--- src/rtl/fa_pkg.sv ---
package fa_pkg;
    localparam int FA_SLOT_W = 32;
    localparam int FA_WORD_W = 64;

    typedef enum logic [2:0] {
        FA_REQ,    // present a request for the word holding pc
        FA_WAIT,   // request accepted, waiting for data
        FA_DRAIN,  // discard a response made stale by a redirect
        FA_HOLD,   // word buffered, offering instructions
        FA_HALT    // misaligned wide instruction found
    } fa_state_e;
endpackage

--- src/rtl/fa_slot_sel.sv ---
module fa_slot_sel
    import fa_pkg::*;
(
    input  logic [FA_WORD_W-1:0] word,
    input  logic                 upper_sel,
    output logic                 is_std,
    output logic [FA_WORD_W-1:0] payload
);
    localparam int NSLOT = FA_WORD_W / FA_SLOT_W;

    logic [FA_SLOT_W-1:0] slots [NSLOT];
    logic [FA_SLOT_W-1:0] slot;

    for (genvar g = 0; g < NSLOT; g++) begin : g_slot
        assign slots[g] = word[g*FA_SLOT_W +: FA_SLOT_W];
    end

    assign slot    = slots[upper_sel];
    assign is_std  = (slot[1:0] == 2'b11);
    assign payload = is_std ? {{(FA_WORD_W-FA_SLOT_W){1'b0}}, slot} : word;
endmodule

--- src/rtl/fa_pc_step.sv ---
module fa_pc_step #(
    parameter int PC_W = 32
) (
    input  logic [PC_W-1:0] pc,
    input  logic            is_std,
    output logic [PC_W-1:0] pc_next,
    output logic            leaves_word
);
    localparam logic [PC_W-1:0] STEP_STD  = PC_W'(4);
    localparam logic [PC_W-1:0] STEP_WIDE = PC_W'(8);

    assign pc_next     = pc + (is_std ? STEP_STD : STEP_WIDE);
    assign leaves_word = is_std ? pc[2] : 1'b1;
endmodule

--- src/rtl/fetch_aligner.sv ---
module fetch_aligner
    import fa_pkg::*;
#(
    parameter int              PC_W     = 32,
    parameter logic [PC_W-1:0] RESET_PC = '0
) (
    input  logic                 clk,
    input  logic                 rst_n,
    input  logic                 redir_valid,
    input  logic [PC_W-1:0]      redir_pc,
    output logic                 mem_req_valid,
    output logic [PC_W-1:0]      mem_req_addr,
    input  logic                 mem_req_ready,
    input  logic                 mem_rsp_valid,
    input  logic [FA_WORD_W-1:0] mem_rsp_data,
    output logic                 ins_valid,
    input  logic                 ins_ready,
    output logic [FA_WORD_W-1:0] ins_data,
    output logic [PC_W-1:0]      ins_pc,
    output logic                 ins_is64,
    output logic                 misalign_err
);
    typedef struct packed {
        fa_state_e            st;
        logic [PC_W-1:0]      pc;
        logic [FA_WORD_W-1:0] word;
    } fa_regs_t;

    fa_regs_t r_q, r_d;

    logic                 slot_std;
    logic [FA_WORD_W-1:0] slot_payload;
    logic [PC_W-1:0]      pc_step;
    logic                 leaves_word;
    logic                 wide_misaligned;
    logic                 in_flight;

    fa_slot_sel u_slot (
        .word      (r_q.word),
        .upper_sel (r_q.pc[2]),
        .is_std    (slot_std),
        .payload   (slot_payload)
    );

    fa_pc_step #(.PC_W(PC_W)) u_step (
        .pc          (r_q.pc),
        .is_std      (slot_std),
        .pc_next     (pc_step),
        .leaves_word (leaves_word)
    );

    assign wide_misaligned = !slot_std && r_q.pc[2];

    assign mem_req_valid = (r_q.st == FA_REQ);
    assign mem_req_addr  = {r_q.pc[PC_W-1:3], 3'b000};
    assign ins_valid     = (r_q.st == FA_HOLD) && !wide_misaligned;
    assign ins_data      = slot_payload;
    assign ins_pc        = r_q.pc;
    assign ins_is64      = !slot_std;
    assign misalign_err  = (r_q.st == FA_HALT);

    // a request is (or is about to be) outstanding without its data
    assign in_flight = ((r_q.st == FA_REQ)   && mem_req_ready)
                    || ((r_q.st == FA_WAIT)  && !mem_rsp_valid)
                    || ((r_q.st == FA_DRAIN) && !mem_rsp_valid);

    always_comb begin
        r_d = r_q;
        unique case (r_q.st)
            FA_REQ: begin
                if (mem_req_ready) r_d.st = FA_WAIT;
            end
            FA_WAIT: begin
                if (mem_rsp_valid) begin
                    r_d.word = mem_rsp_data;
                    r_d.st   = FA_HOLD;
                end
            end
            FA_DRAIN: begin
                if (mem_rsp_valid) r_d.st = FA_REQ;
            end
            FA_HOLD: begin
                if (wide_misaligned) begin
                    r_d.st = FA_HALT;
                end else if (ins_ready) begin
                    r_d.pc = pc_step;
                    r_d.st = leaves_word ? FA_REQ : FA_HOLD;
                end
            end
            FA_HALT: begin
                r_d.st = FA_HALT;
            end
            default: r_d.st = FA_REQ;
        endcase

        if (redir_valid) begin
            r_d.pc = {redir_pc[PC_W-1:2], 2'b00};
            r_d.st = in_flight ? FA_DRAIN : FA_REQ;
        end
    end

    always_ff @(posedge clk) begin
        if (!rst_n) begin
            r_q.st   <= FA_REQ;
            r_q.pc   <= {RESET_PC[PC_W-1:2], 2'b00};
            r_q.word <= '0;
        end else begin
            r_q <= r_d;
        end
    end
endmodule

--- config.mk ---
export PLATFORM = sky130hd
export DESIGN_NAME = fetch_aligner
export DESIGN_NICKNAME = d
export VERILOG_FILES = /design/src/rtl/fa_pkg.sv /design/src/rtl/fa_slot_sel.sv /design/src/rtl/fa_pc_step.sv /design/src/rtl/fetch_aligner.sv
export SDC_FILE = /design/constraint.sdc
export NUM_CORES = 1
export LEC_CHECK = 0
export ABC_AREA = 1
export CAP_MARGIN = 15
export CORE_UTILIZATION = 44
export CTS_CLUSTER_SIZE = 16
export DETAILED_ROUTE_END_ITERATION = 10
export GPL_TIMING_DRIVEN = 0
export HOLD_SLACK_MARGIN = 0.12
export PLACE_DENSITY = 0.82
export SLEW_MARGIN = 15
export SYNTH_ARGS = -nofsm -noshare
export SYNTH_HDL_FRONTEND = slang
export SYNTH_SLANG_ARGS = --single-unit
--- constraint.sdc ---
create_clock -name clk -period 3.05 [get_ports clk]
set_input_delay 0.915 -clock clk [delete_from_list [all_inputs] [get_ports clk]]
set_output_delay 0.915 -clock clk [all_outputs]
set_load 0.05 [all_outputs]
# Word-level counts from Yosys, hierarchy flattened
# Cells that the tools add are included.
# W data, S select, Z words.
[totals] elab_cells=54 ff_bits=99 output_inout_bits=132 input_bits=102
[classes] n_lt_le_gt_ge=1 eq_ne=10 bitwise_logic=3 addsub=1 reduce_logical=18 mux=17
[op_table] operator="$mux W32" n=5
[op_table] operator="$mux W35" n=2
[op_table] operator="$mux W64" n=1
[op_table] operator="$add A32 B32 Y32" n=1
[op_table] operator="$pmux W3 S5" n=1
[op_table] operator="$mux W3" n=4
[op_table] operator="$eq A3 B2 Y1 const B" n=2
[op_table] operator="$ne A3 B3 Y1 const B" n=2
[op_table] operator="$reduce_and A3 Y1" n=2
[op_table] operator="$logic_and A1 B1 Y1" n=5
[op_table] operator="$mux W2" n=2
[op_table] operator="$mux W4" n=1
[op_table] operator="$ne A4 B4 Y1 const B" n=1
[op_table] operator="$reduce_and A4 Y1" n=1
[op_table] operator="$reduce_bool A2 Y1" n=2
[op_table] operator="$eq A3 B1 Y1 const B" n=1
[op_table] operator="$eq A3 B3 Y1 const B" n=1
[op_table] operator="$logic_not A1 Y1" n=3
[op_table] operator="$logic_not A3 Y1" n=1
[op_table] operator="$ne A3 B2 Y1 const B" n=1
[op_table] operator="$eq A2 B2 Y1 const B" n=1
[op_table] operator="$ge A2 B2 Y1 const B" n=1
[op_table] operator="$logic_or A1 B1 Y1" n=2
[op_table] operator="$ne A2 B2 Y1 const B" n=1
[op_table] operator="other kinds (5)" n=6

# Depth between registers and ports, before layout
# Gate-level depths: netlist of run 1.
[depth] depth_word=11 depth_mapped=15

# Cells and area by module
# A second synthesis of run 1 with hierarchy kept.
[unflattened] hier_cells=1089 hier_area_um2=6671.4
[modules_own_cells] module="fetch_aligner" area_each_um2=4636.9 cells_each=633 n_inst=1
[modules_own_cells] module="fa_slot_sel" area_each_um2=1077.3 cells_each=271 n_inst=1
[modules_own_cells] module="fa_pc_step" area_each_um2=957.2 cells_each=185 n_inst=1

# Worst setup path before layout of run 1
# No wires, ideal clock.
[synth_path] path_kind="register to output" start="register ins_pc[2] (netlist name)" end="output port ins_valid" path_stages_with_launch=9 path_buffers=1 required_ps=2135 arrival_time_ps=1845 setup_slack_ps=290 cell_sequence="dfxtp_1 > nand3_2 > nand2_1 > clkbuf_1 > inv_1 > ha_1 > inv_1 > nand3_2 > inv_1"
[synth_via] elab_chain_len=9
[synth_lines] item="$not A1 Y2 (not written as such)" line_no="fa_slot_sel.sv:18" rtl="assign slot = slots[upper_sel];"
[synth_lines] item="$mux W32 (not written as such) (3 in series)" line_no="fa_slot_sel.sv:18"
[synth_lines] item="$eq A2 B2 Y1" line_no="fa_slot_sel.sv:19" rtl="assign is_std = (slot[1:0] == 2'b11);"
[synth_lines] item="$logic_not A1 Y1" line_no="fetch_aligner.sv:52" rtl="assign wide_misaligned = !slot_std && r_q.pc[2];"
[synth_lines] item="$logic_and A1 B1 Y1 (*)" line_no="fetch_aligner.sv:52"
[synth_lines] item="$logic_not A1 Y1 (*)" line_no="fetch_aligner.sv:56" rtl="assign ins_valid = (r_q.st == FA_HOLD) && !wide_misaligned;"
[synth_lines] item="$logic_and A1 B1 Y1 (*)" line_no="fetch_aligner.sv:56"
[synth_lines] item="end, declared" line_no="fetch_aligner.sv:16" rtl="output logic ins_valid,"
# Mark *: on every way between the ends. The rest lies on a longest branch, timed or not. The select of a mux whose other input is x is not followed.

# Final worst setup path of run 1
[layout_path] start="register ins_pc[2] (netlist name)" end="output port ins_data[33]"
[layout_via] elab_chain_len=6
[layout_lines] item="$not A1 Y2 (not written as such)" line_no="fa_slot_sel.sv:18"
[layout_lines] item="$mux W32 (not written as such) (3 in series)" line_no="fa_slot_sel.sv:18"
[layout_lines] item="$eq A2 B2 Y1" line_no="fa_slot_sel.sv:19"
[layout_lines] item="$mux W64" line_no="fa_slot_sel.sv:20" rtl="assign payload = is_std ? {{(FA_WORD_W-FA_SLOT_W){1'b0}}, slot} : word;"
[layout_lines] item="end, declared" line_no="fetch_aligner.sv:18" rtl="output logic [FA_WORD_W-1:0] ins_data,"
# Every way passes these cells. The select of a mux whose other input is x is not followed.

==> impl_results.md, run 1 <==
- EDFF count, synth: 0
- IO Pins: 234
- Setup Crit Path Kind: reg2out
- Initial antenna violation count: 0
- Post-layout nets: 1234
- Final Skew: 0.00827 ns
- Largest cells by area after synthesis: dfxtp_1, nor2_1, nand2_1, o21ai_0, buf_4
- Latest clock arrival within the worst-skew pair: 0.35 ns
- Via count: 6557
- Part of the Yosys area used for sequential elements: 33.8%
- Post-DRT Antenna Nets: 0
- Starting density of the core: 45.4%
- WP data arrival: 2.11 ns
- GRT Total Usage: 28.6%
- Full die area: 13500 um2
- Layout cell share with drive strength beyond 1: 11.9%
- Hold depth: 2
- Reg-to-reg startpoint: ins_pc[2]
- Endpoint type of the worst setup path: primary output
- Worst r2r dst: ins_pc[28]
- VDD IR-drop max: 254 uV
- Hold EP: r_q[63]
- Power density over the cells: 431 nW/um2
- Port bufs: 225
- Final slew viol count: 0
- Synth async-reset ratio: 0%
- CTS H-tree depth: 3
- Leak Pwr: 0.00365 uW
- Die span in x: 116 um
- Startpoint types: flip-flop
- Met2 Use GR: 51.7%
- Final Cycle Share: 99.3%
- Final Hold Fails: 0
- Yosys reg bits: 97
- Total congestion overflow: 0
- Sink Count: 97
- # diodes: 0
- FP Rows: 41
- Leading area contributor after synthesis: dfxtp_1
- Clock group share of total power: 31.4%
- Total Power: 3670 uW
- Fmax: 330 MHz
- Yosys cell types: 37
- Bufs on Longest Clock Path: 2
- Beginning of the worst hold path: r_q[63]
- Root buf cell: clkbuf_16
- Core Region: 12700 um2
- Pint: 2410 uW
- Synth Flop Type: dfxtp_1
- Worst slew margin: 60.9%
- Total CTS buffers: 9
- Worst hold path class: reg2reg
- First-pass GRT wire length: 29800 um
- Post-synth top area share: 33.8%
- Area grow syn2layout: 48.0%
- CTS tree: built
- Chip height: 116 um
- Setup violations, final: 0
- Switching power: 1260 uW
- Final HPWL DP: 14800 um
- Setup WS pre-CTS: -0.811 ns
- Vias in the first global route: 6074
- Combinational share of power: 29.9%
- TritonRoute pass-1 iters: 5
- # fillers: 1184
- Worst setup slack after layout: 0.0208 ns
- Reg2reg setup slack: 0.71 ns
- Crit Path Max Fanout: 6
- Status: finished clean
- M3 GR Usage: 6.02%
- WL final: 19100 um
- GP Congestion: 0.931
- Gr busiest metal: met2
- Hold slack: 0.476 ns
- Worst-Margin Slew: 0.586 ns
- Iteration-0 DRC Markers: 395
- Met1 Resource Use GR: 32.6%
- Most frequent cells after synthesis: nor2_1, nand2_1, o21ai_0, dfxtp_1, inv_1
- Max cap viols: 0
- Pin count of the biggest net entering global routing: 16
- Post-CTS Hold Fix Bufs: 0
- Drt via density: 5.02
- R2R depth: 13
- Routed len/inst: 14.6 um
- Setup TNS: 0 ns
- Data required time of the critical path: 2.13 ns
- Cells after Synth: 885
- Synth warn: 0
- # DRC: 0
- Post-Syn Area: 5750 um2
- Clock slew at reported path FFs: 0.07 ns
- Avg Cell Area, Syn: 6.50 um2
- Minimum clock period: 3.03 ns
- Sw frac: 34.4%
- Sequential share of power: 38.7%
- Count leader, synth: nor2_1
what timing repair did:
item,4_1_cts,5_1_grt
setup buffers,0,4
setup endpoints to repair,66,10
resized for setup,72,11
pin swaps,0,1
through the flow:
step	utilization, %	cells	area (um2)
2_1_floorplan	-	889	5770
3_3_place_gp	65.0	1286	8230
3_5_place_dp	65.0	1286	8230
4_1_cts	66.8	1302	8470
5_1_grt	67.2	1306	8510
6_report	67.2	1306	8510
flip-flops by register name, indices dropped and copies added, names as in the netlist:
signal	count
ins_pc	30
r_q	67
power groups by stage:
| stage | clock, uW | sequential (uW) | combinational, uW |
|---|---|---|---|
| after floorplan | 0 | 1420 | 727 |
| after global placement | 0 | 1440 | 1110 |
| after detailed placement | 0 | 1450 | 1120 |
| after CTS | 1150 | 1420 | 1090 |
| after global routing | 1220 | 1430 | 1170 |
| final | 1150 | 1420 | 1100 |
critical path, stage by stage, from the launching register on:
cell             delay [ns]
dfxtp_2                0.41
inv_2                  0.08
nand3_4                0.11
nand2_4                0.09
buf_4                  0.16
nor2_1                 0.08
clkdlybuf4s50_1        0.83
cell type report:
type / count / area (um2) / share of cell area [%]
Clock buffer: 12 / 236 / 2.78
Tap cell: 172 / 215 / 2.53
Timing Repair Buffer: 229 / 2210 / 26.0
Multi-Input combinational cell: 604 / 2880 / 33.8
Clock inverter: 4 / 51.3 / 0.603
Buffer: 110 / 681 / 8.00
Sequential cell: 97 / 1940 / 22.8
Inverter: 78 / 293 / 3.44
worst max-delay path by stage:
stage,startpoint,to,slack [ns],cells after the start
6_report,ins_pc[2],ins_data[33],0.02,6
5_1_grt,ins_pc[2],ins_data[33],-0.03,6
4_1_cts,ins_pc[2],ins_valid,-0.02,10
3_5_place_dp,ins_pc[2],ins_valid,-0.81,9
3_3_place_gp,ins_pc[2],ins_valid,-0.83,9
2_1_floorplan,ins_pc[2],ins_valid,0.29,8
logic make-up after synthesis:
kind of cell	synth area share (%)
DFF	33.8
adders and majority gates	0.653
AOI/OAI and AO/OA	17.6
xor gates and xnor gates	0.609
and+or+nand+nor	30.5
buffers and inverters	16.8
other	0.0652
layout by cell type, fill, tap and decap left out, types with 27 or more instances in the layout:
cell,netlist,layout
nor2_1,167,167
clkdlybuf4s50_1,0,164
nand2_1,152,151
o21ai_0,99,99
dfxtp_1,97,96
inv_1,73,73
buf_4,65,71
a21oi_1,61,61
dlygate4sd2_1,0,53
nand3_1,31,31
clkbuf_1,27,27
routing by layer:
layer	vias to the layer above	wire (um)
met5	-	0
met4	0	580
met2	235	9460
met3	37	1360
met1	3016	7700
li1	3269	-
Power figures use the tool's default switching activity.
==> run 2: changes to the inputs <==
- CAP_MARGIN: 15 -> not set
- CORE_UTILIZATION: 44 -> 45
- DONT_BUFFER_PORTS: not set -> 1
- PLACE_DENSITY: 0.82 -> not set
- SKIP_LAST_GASP: not set -> 1
==> impl_results.md, run 2 (same netlist as run 1, synthesis figures left out) <==
- Fmax: 316 MHz
- Post-layout nets: 1005
- Placed cell count: 1057
- Post-DRT Antenna Nets: 0
- Initial antenna violation count: 2
- CP startpoint: ins_pc[2]
- GP Congestion: 0.912
- Worst-Margin Slew: 0.958 ns
- Post-Layout Inst Area: 6430 um2
- Crit Path Max Fanout: 10
- Worst hold path class: reg2reg
- Routed len/inst: 15.8 um
- Buf/Inv on CP: 2
- IO Pins: 234
- Starting density of the core: 47.1%
- WL final: 16900 um
- Final Skew: 0.00580 ns
- RSZ-0062 raised after global routing: yes
- Bufs on Longest Clock Path: 2
- Data required time of the critical path: 2.13 ns
- Slowest-stage cell, CP: nor2_1
- Most common cell after layout, fill and taps aside: nor2_1
- Reg2reg setup slack: 0.51 ns
- Max cap viols: 0
- Layout cell share with drive strength beyond 1: 18.9%
- # DRC: 0
- Endpoint type of the worst setup path: primary output
- VDD IR-drop max: 341 uV
- Final Cycle Share: 104%
- Worst r2r dst: ins_pc[23]
- Startpoint types: flip-flop
- Worst setup path end: ins_data[48]
- Drt via density: 5.22
- Core Region: 12200 um2
- Post-placement cell area: 5980 um2
- First-pass GRT wire length: 26600 um
- Total congestion overflow: 0
- Iteration-0 DRC Markers: 238
- Max reg flops: 67
- Final HPWL DP: 13400 um
- Total CTS buffers: 9
- Leak Pwr: 0.00255 uW
- Via count: 5612
- Area grow syn2layout: 11.9%
- Slowest stage delay, CP: 0.77 ns
- R2R depth: 12
- Top reg by flops: r_q
- TritonRoute pass-1 iters: 5
- Chip height: 115 um
- FP Rows: 40
- CTS tree: built
- Die span in x: 115 um
- Worst setup slack after layout: -0.111 ns
- Setup Crit Path Kind: reg2out
- WP data arrival: 2.25 ns
- Worst slew margin: 35.9%
- Power density over the cells: 524 nW/um2
- Most frequent cells in the layout: nor2_1, nand2_1, dfxtp_1
- Setup violations, final: 13
- CTS H-tree depth: 3
- Root buf cell: clkbuf_16
- Clock slew at reported path FFs: 0.07 ns
- GRT Total Usage: 26.2%
- Final Hold Fails: 0
- Latest clock arrival within the worst-skew pair: 0.35 ns
- Sink Count: 97
- Final slew viol count: 0
- Vias in the first global route: 5245
- Full die area: 13200 um2
- Failing checks: negative setup slack
- Port bufs: 0
- Pin count of the biggest net entering global routing: 17
- Critical-path cell list: inv_2 -> nand3_2 -> nand2_4 -> clkbuf_1 -> nor2_1
- Crit-path leading delay family: simple AND/OR/NAND/NOR gates
- Worst path depth: 5
- Status: finished, violations left
- Final cell count without fillers: 1075
- Reg-to-reg startpoint: ins_pc[2]
- Minimum clock period: 3.16 ns
- Post-CTS Hold Fix Bufs: 0
- Util after Layout: 52.7%
## run 2: changes by cell type in the layout (fill, tap and decap cells not counted), sizes merged
cell	previous run	this run
bufinv	1	0
clkinvlp	1	2
diode	0	2
clkdlybuf4s50	164	0
dlymetal6s2s	2	0
buf	89	84
clkdlybuf4s15	4	0
clkbuf	39	38
dlygate4sd2	53	0
## run 2: cell type report
cell class                      count  area (um2)
Antenna cell                        2        5.00
Buffer                            110         676
Clock buffer                       12         256
Clock inverter                      4        33.8
Fill cell                        1297        5780
Inverter                           78         297
Multi-Input combinational cell    604        3020
Sequential cell                    97        1940
Tap cell                          168         210
## run 2: routing by layer
metal,wire length [um],GRT usage (%)
met1,6660,29.7
met2,8370,45.9
met3,1440,6.43
met4,453,13.1
met5,0,0
## run 2: worst min path at each step
stage,from,end,cells after the start
3_5_place_dp,r_q[21],r_q[21],2
2_1_floorplan,r_q[34],r_q[34],2
4_1_cts,r_q[21],r_q[21],2
5_1_grt,r_q[21],r_q[21],2
3_3_place_gp,r_q[39],r_q[39],2
6_report,r_q[21],r_q[21],2
## run 2: where the power goes
| part | switching (uW) | internal, uW |
|---|---|---|
| logic | 639 | 196 |
| clock network | 515 | 606 |
| registers | 72.5 | 1350 |
| total | 1230 | 2150 |
## run 2: repair_timing
action,CTS,global route
resized for setup,45,3
endpoints found under the setup margin,59,20
buffers inserted,0,0
pin swaps,0,0
gates cloned,0,0
## run 2: worst min-delay path, stage by stage (launching register included)
cell and delay, ns:
dfxtp_1 0.33, nor2_1 0.05, nor2_1 0.08
## run 2: stage by stage
| step | power, uW | setup TNS (ns) | hold slack, ns | worst slack (ns) |
|---|---|---|---|---|
| after floorplan | 2150 | 0 | 0.445 | 0.290 |
| after global placement | 2250 | -1.04 | 0.460 | -0.152 |
| after detailed placement | 2260 | -0.181 | 0.471 | -0.181 |
| after CTS | 3390 | -1.85 | 0.488 | -0.135 |
| after global routing | 3520 | -3.02 | 0.511 | -0.239 |
| final | 3370 | -1.28 | 0.482 | -0.111 |
